File: config.mk
export PLATFORM = sky130hd
export DESIGN_NAME = restoring_divider
export DESIGN_NICKNAME = d
export VERILOG_FILES = /design/src/rtl/restoring_divider.sv
export SDC_FILE = /design/constraint.sdc
export NUM_CORES = 1
export LEC_CHECK = 0
export CAP_MARGIN = 20
export CORE_MARGIN = 2
export CORE_UTILIZATION = 26
export DETAILED_ROUTE_END_ITERATION = 16
export DONT_BUFFER_PORTS = 1
export GPL_TIMING_DRIVEN = 1
export HOLD_SLACK_MARGIN = 0.08
export REMOVE_ABC_BUFFERS = 1
export SLEW_MARGIN = 5
export SYNTH_ARGS = -nofsm -noshare
export SYNTH_HDL_FRONTEND = slang
export SYNTH_SLANG_ARGS = --single-unit
File: constraint.sdc
create_clock -name clk -period 3.4 [get_ports clk]
set_input_delay 0.68 -clock clk [delete_from_list [all_inputs] [get_ports clk]]
set_output_delay 0.68 -clock clk [all_outputs]
set_load 0.02 [all_outputs]
File: src/rtl/restoring_divider.sv
module restoring_divider #(
  parameter int W = 32
) (
  input  logic         clk,
  input  logic         rst_n,
  input  logic         start,
  input  logic [W-1:0] dividend,
  input  logic [W-1:0] divisor,
  output logic         busy,
  output logic         done,
  output logic         div_by_zero,
  output logic [W-1:0] quotient,
  output logic [W-1:0] remainder
);

  localparam int CW = (W > 1) ? $clog2(W) : 1;

  typedef enum logic [1:0] {S_IDLE, S_STEP, S_FIX} state_t;

  state_t          state;
  logic [2*W:0]    acc;
  logic [W-1:0]    dvs;
  logic [CW-1:0]   cnt;

  logic [W:0]      upper;
  logic            fits;
  logic [W-1:0]    diff;
  logic [W-1:0]    kept;

  assign upper     = acc[2*W:W];
  assign fits      = upper >= {1'b0, dvs};
  assign diff      = upper[W-1:0] - dvs;
  assign kept      = fits ? diff : upper[W-1:0];

  assign busy      = (state != S_IDLE);
  assign quotient  = acc[W-1:0];
  assign remainder = acc[2*W-1:W];

  always_ff @(posedge clk or negedge rst_n) begin
    if (!rst_n) begin
      state       <= S_IDLE;
      acc         <= '0;
      dvs         <= '0;
      cnt         <= '0;
      done        <= 1'b0;
      div_by_zero <= 1'b0;
    end else begin
      done <= 1'b0;
      case (state)
        S_IDLE: begin
          if (start) begin
            div_by_zero <= (divisor == '0);
            if (divisor == '0) begin
              acc  <= {1'b0, dividend, {W{1'b1}}};
              done <= 1'b1;
            end else begin
              acc   <= {{W{1'b0}}, dividend, 1'b0};
              dvs   <= divisor;
              cnt   <= CW'(W - 1);
              state <= S_STEP;
            end
          end
        end
        S_STEP: begin
          acc <= {kept, acc[W-1:0], fits};
          if (cnt == '0) state <= S_FIX;
          else           cnt   <= cnt - 1'b1;
        end
        S_FIX: begin
          acc   <= {1'b0, acc[2*W:W+1], acc[W-1:0]};
          done  <= 1'b1;
          state <= S_IDLE;
        end
        default: state <= S_IDLE;
      endcase
    end
  end

endmodule

==> impl_results.md, run 1 <==
* Run status: complete, no violations
* Top delay family on crit path: compound AO/OA/AOI/OAI gates
* CTS tree: built
* Actual transition at the worst max-transition pin at 785 ps
* Height of the die at 176 um
* Portion of netlist area occupied by mux cells at under 10%
* Global-route wire length before repair at 38300 um
* Cell at the root of the clock tree: clkbuf_16
* Setup-violating endpoint count in the final report at 0
* Arrival time of the worst setup path at 3300 ps
* Row cnt at 62
* Minimum setup slack in the final design at 367 ps
* Fraction of the mapped netlist area in compound gates at between 20% and 30%
* All-Layer GR Usage at 16.4%
* Xor and xnor area share after synthesis at 3.31%
* Arithmetic-cell share of the synthesized area counting full adders, half adders and majority gates at around 6.3%
* Worst hold path class: in -> async
* IO Pins at 134
* Final Routed Wirelength at around 25000 um
* Routed wirelength normalized by instance count at 20.6 um
* Average via count per standard cell at around 5.3
* Via total after detailed routing at 6430
* TritonCTS buffer count at 9
* Leading register cell type out of synthesis: dfrtp_1
* Yosys reg bits at 106
* Largest net degree at the start of global routing at 107
* Flop2flop setup slack at 370 ps
* Worst path depth at 12
* Synthesized area at about 7700 um^2
* X dimension of the die at 176 um
* Count of maximum capacitance violations at 0
* Share of flip-flops with an asynchronous set or reset after synthesis at 100%
* R2R cell count at 12
* Number of detailed-routing iterations run before antenna repair at 5
* Share of the clock period used by the worst path at 89.2%
* Data required time at the worst endpoint at 3660 ps
* Final-report max-slew violation count at 0
* Main combinational cell family by area after synthesis: compound AO/OA/AOI/OAI gates
* Core outline area at approximately 29000 um^2
* Estimated wirelength of the detail-placed design at 19600 um
* Final clock skew at about 14 ps
* Crit path buffers/inverters at 2
* Final Critical Period at just over 3000 ps
* Vias in the first global route at about 6200
* Final std cell area, no fill at a little over 8000 um^2
* # port buffers at 0
* Category of the worst setup path launch point: flip-flop
* Die area at ~30000 um^2
* Final global-route overflow total at 0
* Post-Place Setup Slack at 243 ps
* Cell-by-cell trace of the critical path: inv_1, ha_1, inv_1, fa_1, a21o_1, a221oi_2, o22ai_1, o211ai_1, and2_1, o21ai_0, xnor2_1, o41ai_1
* Detail Route Antenna Nets at 0
* Share of synthesized cell area in and, or, nand and nor gates at about 15%
* Maximum buffer depth of the clock tree at 2
* Number of antenna violations at the first check in global routing at 0
* Max frequency at 330 MHz
* Clock-pin slew on the worst setup and hold paths at 80 ps
* Longest individual stage delay on the worst path at 400 ps
* Headroom to the max-slew limit at 47.4%
* Library cell appearing most often on the critical path: inv_1
* Warning count from the yosys run at 0
* Number of distinct library cells after synthesis at 67
* Ratio of cells with drive above 1 in the final layout at between 10% and 20%
* Initial Util at 26.6%
* Synthesized instance count at ~890
* Type of the worst setup path: reg -> reg
* Final hold viol count at 0
* Utilization after layout at 28.6%
* Maximum fanout along the worst path at 4
* Part of the Yosys area used for sequential elements at 34.6%
* Insertion delay of the later-clocked pin in the worst-skew pair at 380 ps
* Number of clock sinks at 106
* Count of flip-flops with a built-in enable after synthesis at 0
* Number of nets in the final layout at 940
* Area Growth Syn to Fin at 7.51%
* Global placer's final weighted congestion at 0.914
* Placed cell area at 7900 um^2
* Diode count at 0
* H-tree depth reported by CTS at 3
* Number of setup buffers added after CTS at 0
* Master of the slowest instance on the critical path: fa_1
* End of the worst register-to-register path: acc[57]
* DR iter-0 viols at 427
* DRC at 0
* Unrepaired setup endpoints after global routing: no
* Mapped Avg Cell Area at 8.62 um^2
* Kind of end point of the critical path: flip-flop
* Source of the worst register-to-register timing path: acc[32]
routing by layer:
metal	wire length [um]	up-vias	track usage, %
li1	-	3047	-
met1	10900	3143	20.9
met2	11200	212	25.1
met3	2570	28	6.60
met4	583	0	5.48
met5	0	-	0
cell usage after synthesis, types with 3 or more instances:
library cell	count	area share, %
dfrtp_1	106	35
o21bai_1	4	0.39
buf_4	64	6.3
o21a_1	5	0.49
or3_1	4	0.33
o41ai_1	4	0.46
ha_1	37	6.0
nor2_1	81	4.0
nand2_1	65	3.2
a211oi_1	3	0.29
a21oi_1	58	3.8
xor2_1	10	1.1
a31oi_1	44	3.6
nor4_1	12	0.98
o211ai_1	4	0.39
buf_2	6	0.39
nor3_1	9	0.59
and2_1	5	0.41
and3_1	11	0.90
a221o_1	5	0.65
inv_1	47	2.3
a221oi_1	25	2.9
xnor2_1	19	2.2
nand3_1	15	0.98
clkbuf_1	40	2.0
mux2i_1	14	1.8
o21ai_0	63	4.1
o22ai_1	16	1.3
nand4_1	12	0.98
nor2b_1	4	0.33
mux2_2	33	4.8
a21o_1	18	1.8
a22oi_1	3	0.29
how the worst max path moves through the flow:
stage | from | endpoint
after CTS | acc[32] | acc[57]
after global placement | acc[32] | acc[57]
final | acc[32] | acc[57]
after global routing | acc[32] | acc[49]
after floorplan | divisor[7] | acc[48]
after detailed placement | acc[32] | acc[57]
what timing repair did:
action                     CTS  global route
gates resized for setup      0             1
hold buffers                 1             0
hold endpoints to repair   106             0
setup endpoints to repair    0             2
cell families after synthesis:
logic type	count (synthesis)
AND/OR/NAND/NOR	234
flip-flops	106
adder cells (fa/ha/maj)	38
multiplexers	47
buffers and inverters	162
XOR/XNOR	29
AO/OA/AOI/OAI	273
stage by stage:
step                      hold slack (ps)  setup TNS, ps  instances
final                                 219              0       1224
after global routing                  278              0       1224
after CTS                             280              0       1224
after detailed placement              392              0       1207
after global placement                391              0       1207
after floorplan                       384         -27820        774
registers in the layout, summed over array words and instances, names as in the netlist:
name,count
done,1
state,2
cnt,5
dvs,32
acc,65
div_by_zero,1
layout by cell type (no fill, tap or decap), types with 5 or more instances in the layout:
master     synthesis  layout
buf_4             64      44
dfrtp_1          106     106
xor2_1            10      10
o21a_1             5       5
o22ai_1           16      16
nand2_1           65      65
nor4_1            12      11
ha_1              37      37
a221o_1            5       5
nand4_1           12      12
and3_1            11      11
inv_1             47      47
mux2_2            33      33
mux2i_1           14      14
nand3_1           15      15
clkbuf_16          0       9
a21oi_1           58      57
nor2_1            81      80
a31oi_1           44      44
xnor2_1           19      19
and2_1             5       5
nor3_1             9       9
a21o_1            18      18
o21ai_0           63      63
buf_12             1       5
a221oi_1          25      24
layout make-up:
type                    instances  area (um^2)
fillers                      3074        20600
multi-input cells             621         4160
flip-flops and latches        106         2650
well taps                     384          480
repair buffers                 50          458
clock buffers                  10          239
inverters                      47          176
clock inverters                 6         71.3
Power of run 1 is left out: the tool's default activity adds up to more than one toggle a clock period on the data nets, which glitch-free logic cannot reach.
==> inputs of run 2 (changes only) <==
Clock period 3.4 ns to 2.94 ns, I/O delays scaled along.
==> impl_results.md, run 2 (synthesis gave the netlist of run 1 again) <==
* Arrival time of the worst setup path at 3070 ps (-230 ps)
* Ratio of cells with drive above 1 in the final layout at 20.0% (+5.9 points)
* Maximum buffer depth of the clock tree at 2 (unchanged)
* Most used cells in the layout excluding fill and tap cells: dfrtp_1, buf_4, nor2_1, nand2_1, o21ai_0
* R2R cell count at 10 (-2)
* Die area at 30900 um^2 (unchanged)
* Height of the die at 176 um (unchanged)
* Initial Util at 26.6% (unchanged)
* Average via count per standard cell at 5.27 (+0.41%)
* Via total after detailed routing at 6657 (+3.5%)
* Flop2flop setup slack at 120 ps (-250 ps)
* Source of the worst register-to-register timing path: acc[55]
* # port buffers at 0 (unchanged)
* Top flop regs: acc: 65 flops, dvs: 32 flops, cnt: 5 flops
* Count of maximum capacitance violations at 0 (unchanged)
* Violations in the final reports: negative hold slack
* Clock-pin slew on the worst setup and hold paths at 80 ps (about the same)
* Final Routed Wirelength at 25800 um (+2.3%)
* Setup-violating endpoint count in the final report at 0 (unchanged)
* Insertion delay of the later-clocked pin in the worst-skew pair at 370 ps (about the same)
* Worst hold slack after final layout at -82.9 ps (-302 ps)
* Number of antenna violations at the first check in global routing at 0 (unchanged)
* Estimated wirelength of the detail-placed design at 20300 um (+3.9%)
* Vias in the first global route at 6367 (+2.8%)
* Number of nets in the final layout at 980 (+4.3%)
* Core outline area at 28900 um^2 (unchanged)
* Unrepaired setup endpoints after global routing: yes
* Data required time at the worst endpoint at 3190 ps (-470 ps)
* Share of the clock period used by the worst path at 96.0% (+6.7 points)
* Headroom to the max-slew limit at 60.8% (+13 points)
* All-Layer GR Usage at 16.7% (+0.32 points)
* Maximum fanout along the worst path at 13 (+9)
* Number of clock sinks at 106 (unchanged)
* Final-report max-slew violation count at 0 (unchanged)
* Area Growth Syn to Fin at 12.3%
* Most frequent standard cell in the layout excluding fill and tap cells: dfrtp_1
* Category of the worst setup path launch point: flip-flop
* Run status: finished with violations
* DR iter-0 viols at 362 (-15%)
* End of the worst register-to-register path: acc[54]
* Routed wirelength normalized by instance count at 20.5 um (-0.81%)
* CTS tree: built
* Final Critical Period at 2820 ps (-212 ps)
* Detail Route Antenna Nets at 0 (unchanged)
* X dimension of the die at 176 um (unchanged)
* Actual transition at the worst max-transition pin at 586 ps (-199 ps)
* Max reg flops at 65 (unchanged)
* Final clock skew at 14.0 ps (-0.304 ps)
* Worst hold path class: in -> async
* Largest net degree at the start of global routing at 107 (unchanged)
* Number of detailed-routing iterations run before antenna repair at 5 (unchanged)
* Global placer's final weighted congestion at 0.948 (+3.8%)
* Global-route wire length before repair at 39300 um (+2.6%)
* Row cnt at 62 (unchanged)
* Cell at the root of the clock tree: clkbuf_16
* Register ranked first by flip-flop count: acc
* Final hold viol count at 106 (+106)
* Type of the worst setup path: reg -> reg
* Post-Layout Cell Count at 1262 (+3.1%)
* Diode count at 0 (unchanged)
* DRC at 0 (unchanged)
* Final global-route overflow total at 0 (unchanged)
* Max frequency at 354 MHz (+7.5%)
* Kind of end point of the critical path: flip-flop
* IO Pins at 134 (unchanged)
* Count of placed standard cells including taps at 1245 (+3.1%)
* H-tree depth reported by CTS at 3 (unchanged)
* TritonCTS buffer count at 9 (unchanged)
run 2: area by class of cell:
cell class              count  area (um^2)
clock inverters             5         78.8
multi-input cells         621         4250
clock buffers               9          225
well taps                 384          480
inverters                  47          176
fillers                  3041        20300
repair buffers             90          742
flip-flops and latches    106         2650
run 2: through the flow:
stage | setup WS [ps] | util [%] | setup TNS [ps] | area, um^2
finish | 119 | 29.8 | 0 | 8610
CTS | 20.9 | 29.5 | 0 | 8500
floorplan | -1190 | - | -57190 | 6950
detailed placement | -78.1 | 28.4 | -120 | 8180
global route | -20.5 | 29.8 | -50.9 | 8610
global placement | -170 | 28.4 | -190 | 8180
run 2: worst max path at each step:
stage | start | end | slack [ps] | cells past startpoint
after floorplan | divisor[7] | acc[48] | -1190 | 7
after CTS | acc[32] | acc[63] | 20 | 14
after detailed placement | acc[55] | acc[54] | -80 | 10
after global placement | acc[55] | acc[54] | -170 | 10
after global routing | acc[32] | acc[63] | -20 | 14
final | acc[55] | acc[54] | 120 | 10
run 2: worst max-delay path, cell delays in order, from the launching register on:
cell      delay [ps]
dfrtp_1          430
ha_1             310
buf_4            140
and2_1           200
nand3_1          120
or3_1            380
o211ai_1         220
o21a_1           200
nor2_1            70
buf_4            200
o41ai_4          420
run 2: per-layer routing:
metal | vias to the layer above | routed length (um) | global-route usage, %
met2 | 236 | 11700 | 25.9
met1 | 3270 | 11100 | 21.7
li1 | 3128 | - | -
met3 | 23 | 2600 | 6.04
met4 | 0 | 456 | 5.13
met5 | - | 0 | 0
run 2: timing repair:
action                     4_1_cts  5_1_grt
gates resized for setup          2       23
hold endpoints to repair       106      106
pin swaps                        0       13
setup endpoints to repair        4       17
buffers inserted                 0        3
Power of run 2 is left out for the same reason.
